**config.mk**
```make
export PLATFORM = sky130hd
export DESIGN_NAME = spi_xfer_engine
export DESIGN_NICKNAME = d
export VERILOG_FILES = /design/src/rtl/spi_xfer_pkg.sv /design/src/rtl/spi_rate_div.sv /design/src/rtl/spi_shift_core.sv /design/src/rtl/spi_status_flags.sv /design/src/rtl/spi_xfer_engine.sv
export SDC_FILE = /design/constraint.sdc
export NUM_CORES = 1
export LEC_CHECK = 0
export ABC_AREA = 1
export BUFFER_PORTS_ARGS = -buffer_cell sky130_fd_sc_hd__buf_2
export CORE_AREA = 2 2 51 100
export CTS_CLUSTER_DIAMETER = 80
export DETAILED_ROUTE_END_ITERATION = 7
export DIE_AREA = 0 0 53 102
export PLACE_DENSITY = 0.81
export SLEW_MARGIN = 10
export SYNTH_ARGS = -nofsm -noshare
export SYNTH_HDL_FRONTEND = slang
export SYNTH_SLANG_ARGS = --single-unit
```
**constraint.sdc**
```tcl
create_clock -name clk -period 3 [get_ports clk]
set_input_delay 0.6 -clock clk [delete_from_list [all_inputs] [get_ports clk]]
set_output_delay 0.6 -clock clk [all_outputs]
set_load 0.005 [all_outputs]
```
**src/rtl/spi_xfer_pkg.sv**
```systemverilog
package spi_xfer_pkg;

    localparam int REG_W = 8;

    localparam logic [1:0] ADDR_CTRL = 2'd0;
    localparam logic [1:0] ADDR_STAT = 2'd1;
    localparam logic [1:0] ADDR_DATA = 2'd2;

    typedef struct packed {
        logic       irq_en;
        logic       enable;
        logic       lsb_first;
        logic       master;
        logic       cpol;
        logic       cpha;
        logic [1:0] rate;
    } spi_ctrl_t;

    // Half of the SCK period in system clocks for {double, rate}
    function automatic int unsigned half_period(input logic [2:0] sel);
        int unsigned base;
        case (sel[1:0])
            2'b00:   base = 2;
            2'b01:   base = 8;
            2'b10:   base = 32;
            default: base = 64;
        endcase
        if (sel[2]) begin
            base = (sel[1:0] == 2'b11) ? 32 : base / 2;
        end
        return base;
    endfunction

endpackage

```
**src/rtl/spi_rate_div.sv**
```systemverilog
module spi_rate_div
    import spi_xfer_pkg::*;
#(
    parameter int CNT_W = 7
) (
    input  logic       clk,
    input  logic       rst_n,
    input  logic       restart_i,
    input  logic       run_i,
    input  logic [2:0] sel_i,
    output logic       tick_o
);

    typedef struct packed {
        logic [CNT_W-1:0] cnt;
    } div_t;

    div_t        div_d, div_q;
    int unsigned half;

    always_comb begin
        div_d  = div_q;
        tick_o = 1'b0;
        half   = half_period(sel_i);
        if (restart_i || !run_i) begin
            div_d.cnt = '0;
        end else if (div_q.cnt == CNT_W'(half - 1)) begin
            div_d.cnt = '0;
            tick_o    = 1'b1;
        end else begin
            div_d.cnt = div_q.cnt + 1'b1;
        end
    end

    always_ff @(posedge clk or negedge rst_n) begin
        if (!rst_n) div_q <= '0;
        else        div_q <= div_d;
    end

    // ticks are spaced by the half period, never back to back unless half is one
    assert_tick_gap_R7: assert property (@(posedge clk) disable iff (!rst_n)
        tick_o |=> (!tick_o || half == 1));

endmodule

```
**src/rtl/spi_shift_core.sv**
```systemverilog
module spi_shift_core #(
    parameter int DW = 8
) (
    input  logic          clk,
    input  logic          rst_n,
    input  logic          enable_i,
    input  logic          master_i,
    input  logic          cpol_i,
    input  logic          cpha_i,
    input  logic          lsb_i,
    input  logic          tick_i,
    input  logic          load_i,
    input  logic [DW-1:0] load_byte_i,
    input  logic          sck_i,
    input  logic          ss_n_i,
    input  logic          mosi_i,
    input  logic          miso_i,
    output logic          sck_o,
    output logic          mosi_o,
    output logic          miso_o,
    output logic          busy_o,
    output logic          done_o,
    output logic [DW-1:0] rx_byte_o,
    output logic          ss_low_o
);

    localparam int EDGES = 2 * DW;
    localparam int CNT_W = $clog2(EDGES);
    localparam int LAST  = EDGES - 1;

    typedef struct packed {
        logic [DW-1:0]    sreg;
        logic [DW-1:0]    rx_byte;
        logic [CNT_W-1:0] cnt;
        logic             rx_bit;
        logic             active;
        logic             sck_lvl;
        logic             done;
        logic             sck_m;
        logic             sck_s;
        logic             sck_p;
        logic             ss_m;
        logic             ss_s;
        logic             mo_m;
        logic             mo_s;
    } core_t;

    core_t         core_d, core_q;
    logic          in_bit, edge_ev, smp, last;
    logic [DW-1:0] nxt;

    function automatic logic [DW-1:0] shift_in(input logic [DW-1:0] s, input logic b,
                                               input logic lsb);
        return lsb ? {b, s[DW-1:1]} : {s[DW-2:0], b};
    endfunction

    always_comb begin
        core_d       = core_q;
        core_d.done  = 1'b0;
        core_d.sck_m = sck_i;
        core_d.sck_s = core_q.sck_m;
        core_d.sck_p = core_q.sck_s;
        core_d.ss_m  = ss_n_i;
        core_d.ss_s  = core_q.ss_m;
        core_d.mo_m  = mosi_i;
        core_d.mo_s  = core_q.mo_m;

        in_bit  = master_i ? miso_i : core_q.mo_s;
        edge_ev = master_i ? (core_q.active & tick_i)
                           : (enable_i & ~core_q.ss_s & (core_q.sck_s ^ core_q.sck_p));
        smp     = (core_q.cnt[0] == cpha_i);
        last    = (core_q.cnt == CNT_W'(LAST));

        nxt = core_q.sreg;
        if (!cpha_i) begin
            if (!smp) nxt = shift_in(core_q.sreg, core_q.rx_bit, lsb_i);
        end else if (smp) begin
            if (last) nxt = shift_in(core_q.sreg, in_bit, lsb_i);
        end else if (core_q.cnt != '0) begin
            nxt = shift_in(core_q.sreg, core_q.rx_bit, lsb_i);
        end

        if (load_i) begin
            core_d.sreg    = load_byte_i;
            core_d.cnt     = '0;
            core_d.active  = master_i;
            core_d.sck_lvl = 1'b0;
        end else if (!master_i && (core_q.ss_s || !enable_i)) begin
            core_d.cnt = '0;
        end else if (edge_ev) begin
            if (master_i) core_d.sck_lvl = ~core_q.sck_lvl;
            if (smp && !last) core_d.rx_bit = in_bit;
            if (last) begin
                core_d.done    = 1'b1;
                core_d.cnt     = '0;
                core_d.active  = 1'b0;
                core_d.rx_byte = nxt;
            end else begin
                core_d.cnt  = core_q.cnt + 1'b1;
                core_d.sreg = nxt;
            end
        end
    end

    always_ff @(posedge clk or negedge rst_n) begin
        if (!rst_n) begin
            core_q      <= '0;
            core_q.ss_m <= 1'b1;
            core_q.ss_s <= 1'b1;
        end else begin
            core_q <= core_d;
        end
    end

    assign sck_o     = cpol_i ^ core_q.sck_lvl;
    assign mosi_o    = lsb_i ? core_q.sreg[0] : core_q.sreg[DW-1];
    assign miso_o    = mosi_o;
    assign busy_o    = master_i ? core_q.active : (core_q.cnt != '0);
    assign done_o    = core_q.done;
    assign rx_byte_o = core_q.rx_byte;
    assign ss_low_o  = ~core_q.ss_s;

    // an idle master holds SCK at the polarity level
    assert_sck_idle_R8: assert property (@(posedge clk) disable iff (!rst_n)
        (master_i && !core_q.active) |-> (sck_o == cpol_i));

    // completion is only reported at the end of a running transfer
    assert_done_after_busy_R1: assert property (@(posedge clk) disable iff (!rst_n)
        core_q.done |-> $past(busy_o));

endmodule

```
**src/rtl/spi_status_flags.sv**
```systemverilog
module spi_status_flags (
    input  logic clk,
    input  logic rst_n,
    input  logic done_i,
    input  logic fault_i,
    input  logic collide_i,
    input  logic stat_rd_i,
    input  logic data_acc_i,
    input  logic ack_i,
    output logic spif_o,
    output logic wcol_o
);

    typedef struct packed {
        logic spif;
        logic wcol;
        logic arm;
    } flag_t;

    flag_t flag_d, flag_q;

    always_comb begin
        flag_d = flag_q;
        if (stat_rd_i && (flag_q.spif || flag_q.wcol)) flag_d.arm = 1'b1;
        if (data_acc_i && flag_q.arm) begin
            flag_d.spif = 1'b0;
            flag_d.wcol = 1'b0;
            flag_d.arm  = 1'b0;
        end
        if (ack_i) flag_d.spif = 1'b0;
        if (done_i || fault_i) flag_d.spif = 1'b1;
        if (collide_i) flag_d.wcol = 1'b1;
    end

    always_ff @(posedge clk or negedge rst_n) begin
        if (!rst_n) flag_q <= '0;
        else        flag_q <= flag_d;
    end

    assign spif_o = flag_q.spif;
    assign wcol_o = flag_q.wcol;

    // the completion flag falls only through acknowledge or an armed data access
    assert_spif_clear_R4: assert property (@(posedge clk) disable iff (!rst_n)
        $fell(flag_q.spif) |-> $past(ack_i || (data_acc_i && flag_q.arm)));

    // the latch arms only on a status read that saw a flag
    assert_arm_source_R4: assert property (@(posedge clk) disable iff (!rst_n)
        $rose(flag_q.arm) |-> $past(stat_rd_i && (flag_q.spif || flag_q.wcol)));

    // the collision flag rises only after a colliding write
    assert_wcol_source_R5: assert property (@(posedge clk) disable iff (!rst_n)
        $rose(flag_q.wcol) |-> $past(collide_i));

endmodule

```
**src/rtl/spi_xfer_engine.sv**
```systemverilog
module spi_xfer_engine
    import spi_xfer_pkg::*;
#(
    parameter int DW        = 8,
    parameter int ADDR_W    = 2,
    parameter int DIV_CNT_W = 7
) (
    input  logic              clk,
    input  logic              rst_n,
    input  logic [ADDR_W-1:0] bus_addr,
    input  logic              bus_wr,
    input  logic              bus_rd,
    input  logic [DW-1:0]     bus_wdata,
    output logic [DW-1:0]     bus_rdata,
    input  logic              gie_i,
    input  logic              irq_ack_i,
    output logic              irq_o,
    output logic              sck_o,
    input  logic              sck_i,
    output logic              mosi_o,
    input  logic              mosi_i,
    output logic              miso_o,
    input  logic              miso_i,
    input  logic              ss_n_i
);

    typedef struct packed {
        spi_ctrl_t ctrl;
        logic      dbl;
    } regs_t;

    regs_t         regs_d, regs_q;
    logic          sel_ctrl, sel_stat, sel_data;
    logic          data_wr, data_acc, stat_rd;
    logic          busy, done, tick, ss_low, load, collide, fault;
    logic          spif, wcol;
    logic [DW-1:0] rx_byte;

    assign sel_ctrl = (bus_addr == ADDR_W'(ADDR_CTRL));
    assign sel_stat = (bus_addr == ADDR_W'(ADDR_STAT));
    assign sel_data = (bus_addr == ADDR_W'(ADDR_DATA));
    assign data_wr  = bus_wr & sel_data;
    assign data_acc = (bus_wr | bus_rd) & sel_data;
    assign stat_rd  = bus_rd & sel_stat;
    assign load     = data_wr & regs_q.ctrl.enable & ~busy;
    assign collide  = data_wr & busy;
    assign fault    = regs_q.ctrl.enable & regs_q.ctrl.master & ss_low;

    always_comb begin
        regs_d = regs_q;
        if (bus_wr && sel_ctrl) regs_d.ctrl = spi_ctrl_t'(bus_wdata[REG_W-1:0]);
        if (bus_wr && sel_stat) regs_d.dbl  = bus_wdata[0];
    end

    always_ff @(posedge clk or negedge rst_n) begin
        if (!rst_n) regs_q <= '0;
        else        regs_q <= regs_d;
    end

    always_comb begin
        bus_rdata = '0;
        if (sel_ctrl) begin
            bus_rdata[REG_W-1:0] = regs_q.ctrl;
        end else if (sel_stat) begin
            bus_rdata[DW-1] = spif;
            bus_rdata[DW-2] = wcol;
            bus_rdata[0]    = regs_q.dbl;
        end else if (sel_data) begin
            bus_rdata = rx_byte;
        end
    end

    assign irq_o = spif & regs_q.ctrl.irq_en & gie_i;

    spi_rate_div #(.CNT_W(DIV_CNT_W)) u_div (
        .clk       (clk),
        .rst_n     (rst_n),
        .restart_i (load),
        .run_i     (regs_q.ctrl.master & busy),
        .sel_i     ({regs_q.dbl, regs_q.ctrl.rate}),
        .tick_o    (tick)
    );

    spi_shift_core #(.DW(DW)) u_core (
        .clk         (clk),
        .rst_n       (rst_n),
        .enable_i    (regs_q.ctrl.enable),
        .master_i    (regs_q.ctrl.master),
        .cpol_i      (regs_q.ctrl.cpol),
        .cpha_i      (regs_q.ctrl.cpha),
        .lsb_i       (regs_q.ctrl.lsb_first),
        .tick_i      (tick),
        .load_i      (load),
        .load_byte_i (bus_wdata),
        .sck_i       (sck_i),
        .ss_n_i      (ss_n_i),
        .mosi_i      (mosi_i),
        .miso_i      (miso_i),
        .sck_o       (sck_o),
        .mosi_o      (mosi_o),
        .miso_o      (miso_o),
        .busy_o      (busy),
        .done_o      (done),
        .rx_byte_o   (rx_byte),
        .ss_low_o    (ss_low)
    );

    spi_status_flags u_flags (
        .clk        (clk),
        .rst_n      (rst_n),
        .done_i     (done),
        .fault_i    (fault),
        .collide_i  (collide),
        .stat_rd_i  (stat_rd),
        .data_acc_i (data_acc),
        .ack_i      (irq_ack_i),
        .spif_o     (spif),
        .wcol_o     (wcol)
    );

endmodule

```
# Yosys cells after proc, flatten, opt, wreduce, memory -nomap -nowiden
# Index checks and enable logic that the tools add are counted.
word_totals:
  register_bits: 50
  latch_bits: 0
  ramBits: 0
  rom_bits: 0
  inputBits: 20
  output_inout_bits: 12
  elab_cells: 133
  memories: 0
op_classes:
  n_addsub: 3
  mul: 0
  div: 0
  order_cmp: 0
  eq_ne: 10
  shift: 0
  mux: 43
  bitwise_logic: 22
  n_reduce_logical: 29
op_table:
  columns: ["cell", "count"]
  rows:
  - ["two-way mux 8 bit", 12]
  - ["two-way mux 24 bit", 1]
  - ["two-way mux 7 bit", 3]
  - ["case mux 7 bit (3 select lines)", 1]
  - ["two-way mux 1 bit", 16]
  - ["two-way mux 16 bit", 1]
  - ["AND 1 bit", 14]
  - ["two-way mux 4 bit", 3]
  - ["nonzero test 2 bit", 5]
  - ["AND reduction 3 bit", 3]
  - ["AND reduction 4 bit", 2]
  - ["adder 7 x 1 -> 7 bit (second input constant)", 1]
  - ["== test 7 bit", 1]
  - ["subtractor 7 x 1 -> 7 bit (second input constant)", 1]
  - ["== test 2 bit (second input constant)", 3]
  - ["logical AND 1 bit", 6]
  - ["two-way mux 3 bit", 2]
  - ["two-way mux 6 bit", 1]
  - ["nonzero test 3 bit", 2]
  - ["two-way mux 5 bit", 1]
  - ["NOT 1 bit", 5]
  - ["adder 4 x 1 -> 4 bit (second input constant)", 1]
  - ["== test 2 x 1 -> 1 bit (second input constant)", 2]
  - ["== test 4 bit (second input constant)", 1]
  - ["other kinds (9)", 19]

# Longest topological paths before layout
depth:
  word_depth: 13
  mapped_depth: 13
  ltp_nobuf: 13

# Cells and area by module
# A second synthesis with hierarchy kept.
unflattened:
  cells_unflattened: 418
  area_unflattened_um2: 3035.4
modules_own_cells:
  columns: ["mod", "n_inst", "cells_per_inst", "area_each_um2", "seq_area_each_um2"]
  rows:
  - ["spi_shift_core", 1, 242, 1829.3, 778.2]
  - ["spi_xfer_engine", 1, 84, 586.8, 225.2]
  - ["spi_rate_div", 1, 80, 498.0, 175.2]
  - ["spi_status_flags", 1, 12, 121.4, 75.1]

# Worst setup path after synthesis
# Ideal clock, no wire load.
synth_timing:
  path_type: "input -> output"
  startpoint: "input port bus_addr[0]"
  endpoint: "output port bus_rdata[0]"
  t_arrival_ps: 1083
  required_time_ps: 2400
  slack_ps: 1317
  cell_stages: 3
  n_path_buf: 0
  path_cell_list: "nor2_1 > inv_1 > o221ai_1"
synth_between:
  elab_chain_cells: 4
  word_cells_on_any_way: 6
  classes_between: "eq/ne (2); mux (3); reduce/logical (1)"
synth_rtl:
  columns: ["element", "line", "rtl"]
  rows:
  - ["start: declaration", "spi_xfer_engine.sv:10", "input logic [ADDR_W-1:0] bus_addr,"]
  - ["== test 2 bit", "spi_xfer_engine.sv:41", "assign sel_data = (bus_addr == ADDR_W'(ADDR_DATA));"]
  - ["two-way mux 8 bit", "spi_xfer_engine.sv:68", "end else if (sel_data) begin"]
  - ["two-way mux 1 bit", "spi_xfer_engine.sv:64", "end else if (sel_stat) begin"]
  - ["two-way mux 8 bit *", "spi_xfer_engine.sv:62", "if (sel_ctrl) begin"]
  - ["end: declaration", "spi_xfer_engine.sv:14", "output logic [DW-1:0] bus_rdata,"]
# Mark *: on every way between the ends. The rest lies on a longest branch, timed or not.

# Worst setup path after layout
layout_timing:
  startpoint: "register regs_q[6]"
  endpoint: "output port bus_rdata[5]"
layout_between:
  elab_chain_cells: 1
layout_rtl:
  columns: ["element", "line", "rtl"]
  rows:
  - ["start: declaration", "spi_xfer_engine.sv:32", "regs_t regs_d, regs_q;"]
  - ["start signal: assignment", "spi_xfer_engine.sv:57", "else regs_q <= regs_d;"]
  - ["two-way mux 8 bit", "spi_xfer_engine.sv:62", null]
# Every way passes these cells.

==> results_dict.tcl <==
set metrics [dict create \
    status "completed" \
    clk_pin_slew_ns 0.09 \
    cp_top_family "flip-flops" \
    placement.io_buffers 31 \
    fin_ws_ns 0.631 \
    hp-class "reg -> reg" \
    synth_mux_area_frac 0.00803 \
    ys_ff_latch 50 \
    core_sq_um 4600 \
    tns_ns 0 \
    cts_resized 0 \
    p_leak_nw 1.66 \
    num_rows 35 \
    synth_top_family_by_area "simple AND/OR/NAND/NOR gates" \
    ys_seq_area_frac 0.447 \
    layout_commonest_cell "nand2_1" \
    cts_setup_buffers 0 \
    period_share 0.790 \
    grt_setup_unrepaired "false" \
    clock-sinks 50 \
    preCtsSetupSlack_ns 0.827 \
    slew_violations 0 \
    synthArstFlopShare 1.00 \
    die-area_sq_um 5410 \
    synth-edff-count 0 \
    netlist_instances 375 \
    worstMarginPinSlew_ns 0.857 \
    num-fill-cells 427 \
    via_count 2533 \
    routedWlPerCell_um 14.5 \
    synth_cell_type_count 36 \
    drv_cap 0 \
    cts_root_buffer "clkbuf_8" \
    cp.arrival_ns 1.77 \
    io_pins 32 \
    synth_compound_area_frac 0.114 \
    max_freq_mhz 422 \
    syn_area_per_cell_sq_um 7.48 \
    grt_start_max_net_pins 40 \
    synth_warnings 0 \
    crit_buf_inv 2 \
    cts_made_buffers 5 \
    min_period_ns 2.37 \
    cp-start-kind "register" \
    cts_tree "yes" \
    antenna_found_initial 0 \
    cts_max_level 2 \
    grt_pass1_vias 2468 \
    wl_um 6730 \
    relSlewSlack 0.428 \
    globalRoute.totalOverflow 0 \
    place.gp.congestion 0.999 \
    drt_first_pass_iters 5 \
    clk_path_buf_depth 2 \
    layout_common_cells "139 x nand2_1, 48 x dfrtp_1, 34 x nor2_1" \
    synthSimpleGateAreaFrac 0.329 \
    synth_area_sq_um 2810 \
    ant_nets 0 \
    cp.required_ns 2.40 \
    cp_slowest_stage_delay_ns 0.56 \
    grt_pass1_wl_um 11000 \
    hpwl_um 5130 \
    crit_chain "clkinv_1 -> o21ai_0 -> buf_2" \
    peakVddDrop_v 0.000384 \
    via_per_inst 5.45 \
    clkLatencyLatePin_ns 0.31 \
    fin_worst_skew_ns 0.00848 \
    cts-hold-fix-buffers 0 \
    finalHoldViolCount 0 \
    start_util 0.610 \
    syn_to_final_growth_pct 10.9 \
    p_total_mw 1.84 \
    drive_above_1_share 0.173 \
    diodes 0 \
    drcViolationCount 0 \
    critPathKind "reg -> out" \
    slowest_stage "dfrtp_1" \
    final_nets 432 \
    yosys.area_share.adder 0.0134 \
    grt_util_all_layers 0.276 \
    setup_viol 0 \
    synth_nets 398 \
    ys.flop_type "dfrtp_1" \
    end_kind "output pin" \
    die_height_um 102 \
    dieWidth_um 53 \
    p_per_area_nw_per_um2 591 \
    path_max_fanout 13 \
    synth_xor_area_frac 0.0183 \
    drt_iter0_drc 62 \
]
layout make-up:
cell class	count	area, sq um	area share
Clock buffer	6	72.6	0.0233
Clock inverter	2	37.5	0.0121
Inverter	41	154	0.0495
Multi-Input combinational cell	278	1360	0.435
Sequential cell	50	1250	0.403
Tap cell	55	68.8	0.0221
Timing Repair Buffer	33	170	0.0547
layer usage:
metal	share of wire	up-vias	global-route usage	wire length (um)
met3	0.039	20	0.0322	260
met4	0.029	0	0.126	195
met1	0.37	1184	0.288	2490
li1	-	1258	-	-
met5	0	-	0	0
met2	0.56	71	0.523	3780
where the power goes:
part	total [mW]	internal (mW)	switching, mW	leakage, nW
sequential	0.859	0.761	0.0981	0.628
clock	0.468	0.249	0.219	0.0514
combinational	0.513	0.176	0.337	0.976
metrics by stage:
stage,hold slack [ns],cell area [sq um],cells,utilization
2_1_floorplan,0.304,2810,375,-
3_3_place_gp,0.338,3000,457,0.653
3_5_place_dp,0.342,3000,457,0.653
4_1_cts,0.356,3110,465,0.677
5_1_grt,0.350,3110,465,0.677
6_report,0.350,3110,465,0.677
synthesized netlist by cell type (2+ instances only):
| master | count | area (sq um) |
|---|---|---|
| ha_1 | 3 | 37.5 |
| o21ai_1 | 7 | 35.0 |
| clkinv_1 | 2 | 7.51 |
| mux2_2 | 2 | 22.5 |
| nand4_1 | 2 | 12.5 |
| nand3_1 | 24 | 120 |
| nand2_1 | 139 | 522 |
| o211ai_1 | 2 | 15.0 |
| o21ai_2 | 5 | 43.8 |
| dfrtp_1 | 48 | 1200 |
| o31ai_1 | 2 | 15.0 |
| nor2_1 | 34 | 128 |
| nand3_2 | 2 | 20.0 |
| nand2_4 | 3 | 33.8 |
| nor3_1 | 4 | 20.0 |
| inv_1 | 29 | 109 |
| clkbuf_1 | 2 | 7.51 |
| xor2_1 | 4 | 35.0 |
| o221ai_1 | 2 | 17.5 |
| buf_6 | 2 | 22.5 |
| a21oi_1 | 14 | 70.1 |
| nor2_2 | 2 | 12.5 |
| o21ai_0 | 18 | 90.1 |
| dfstp_2 | 2 | 52.6 |
| inv_2 | 10 | 37.5 |
registers in the layout (all words and copies together) (netlist names):
signal	flops
u_div.div_q	7
u_core.core_d	4
u_core.rx_byte_o	8
u_flags.flag_q	1
u_flags.spif_o	1
u_flags.wcol_o	1
regs_q	9
u_core.core_q	18
u_core.done_o	1
final timing paths:
kind | start | endpoint | slack (ns) | cells past startpoint
worst max register to register | u_core.core_q[11] | u_core.core_q[30] | 0.91 | 10
worst min register to register | u_core.core_d[2] | u_core.core_q[2] | 0.35 | 0
min in group asynchronous | rst_n | u_flags.flag_q[0] | 0.39 | 1
worst min-delay path | u_core.core_d[2] | u_core.core_q[2] | 0.35 | 0
max in group asynchronous | rst_n | u_core.core_q[30] | 1.98 | 2
worst max-delay path | regs_q[6] | bus_rdata[5] | 0.63 | 3
cell families (layout without fill, tap and decap cells):
| kind of cell | Yosys count | in the layout |
|---|---|---|
| mux | 2 | 2 |
| simple gates | 214 | 214 |
| flops | 50 | 50 |
| buf+inv | 47 | 82 |
| compound gates | 54 | 54 |
| fa+ha+maj | 3 | 3 |
| xor+xnor | 5 | 5 |
Note: power is estimated with default switching activity, not from simulation.
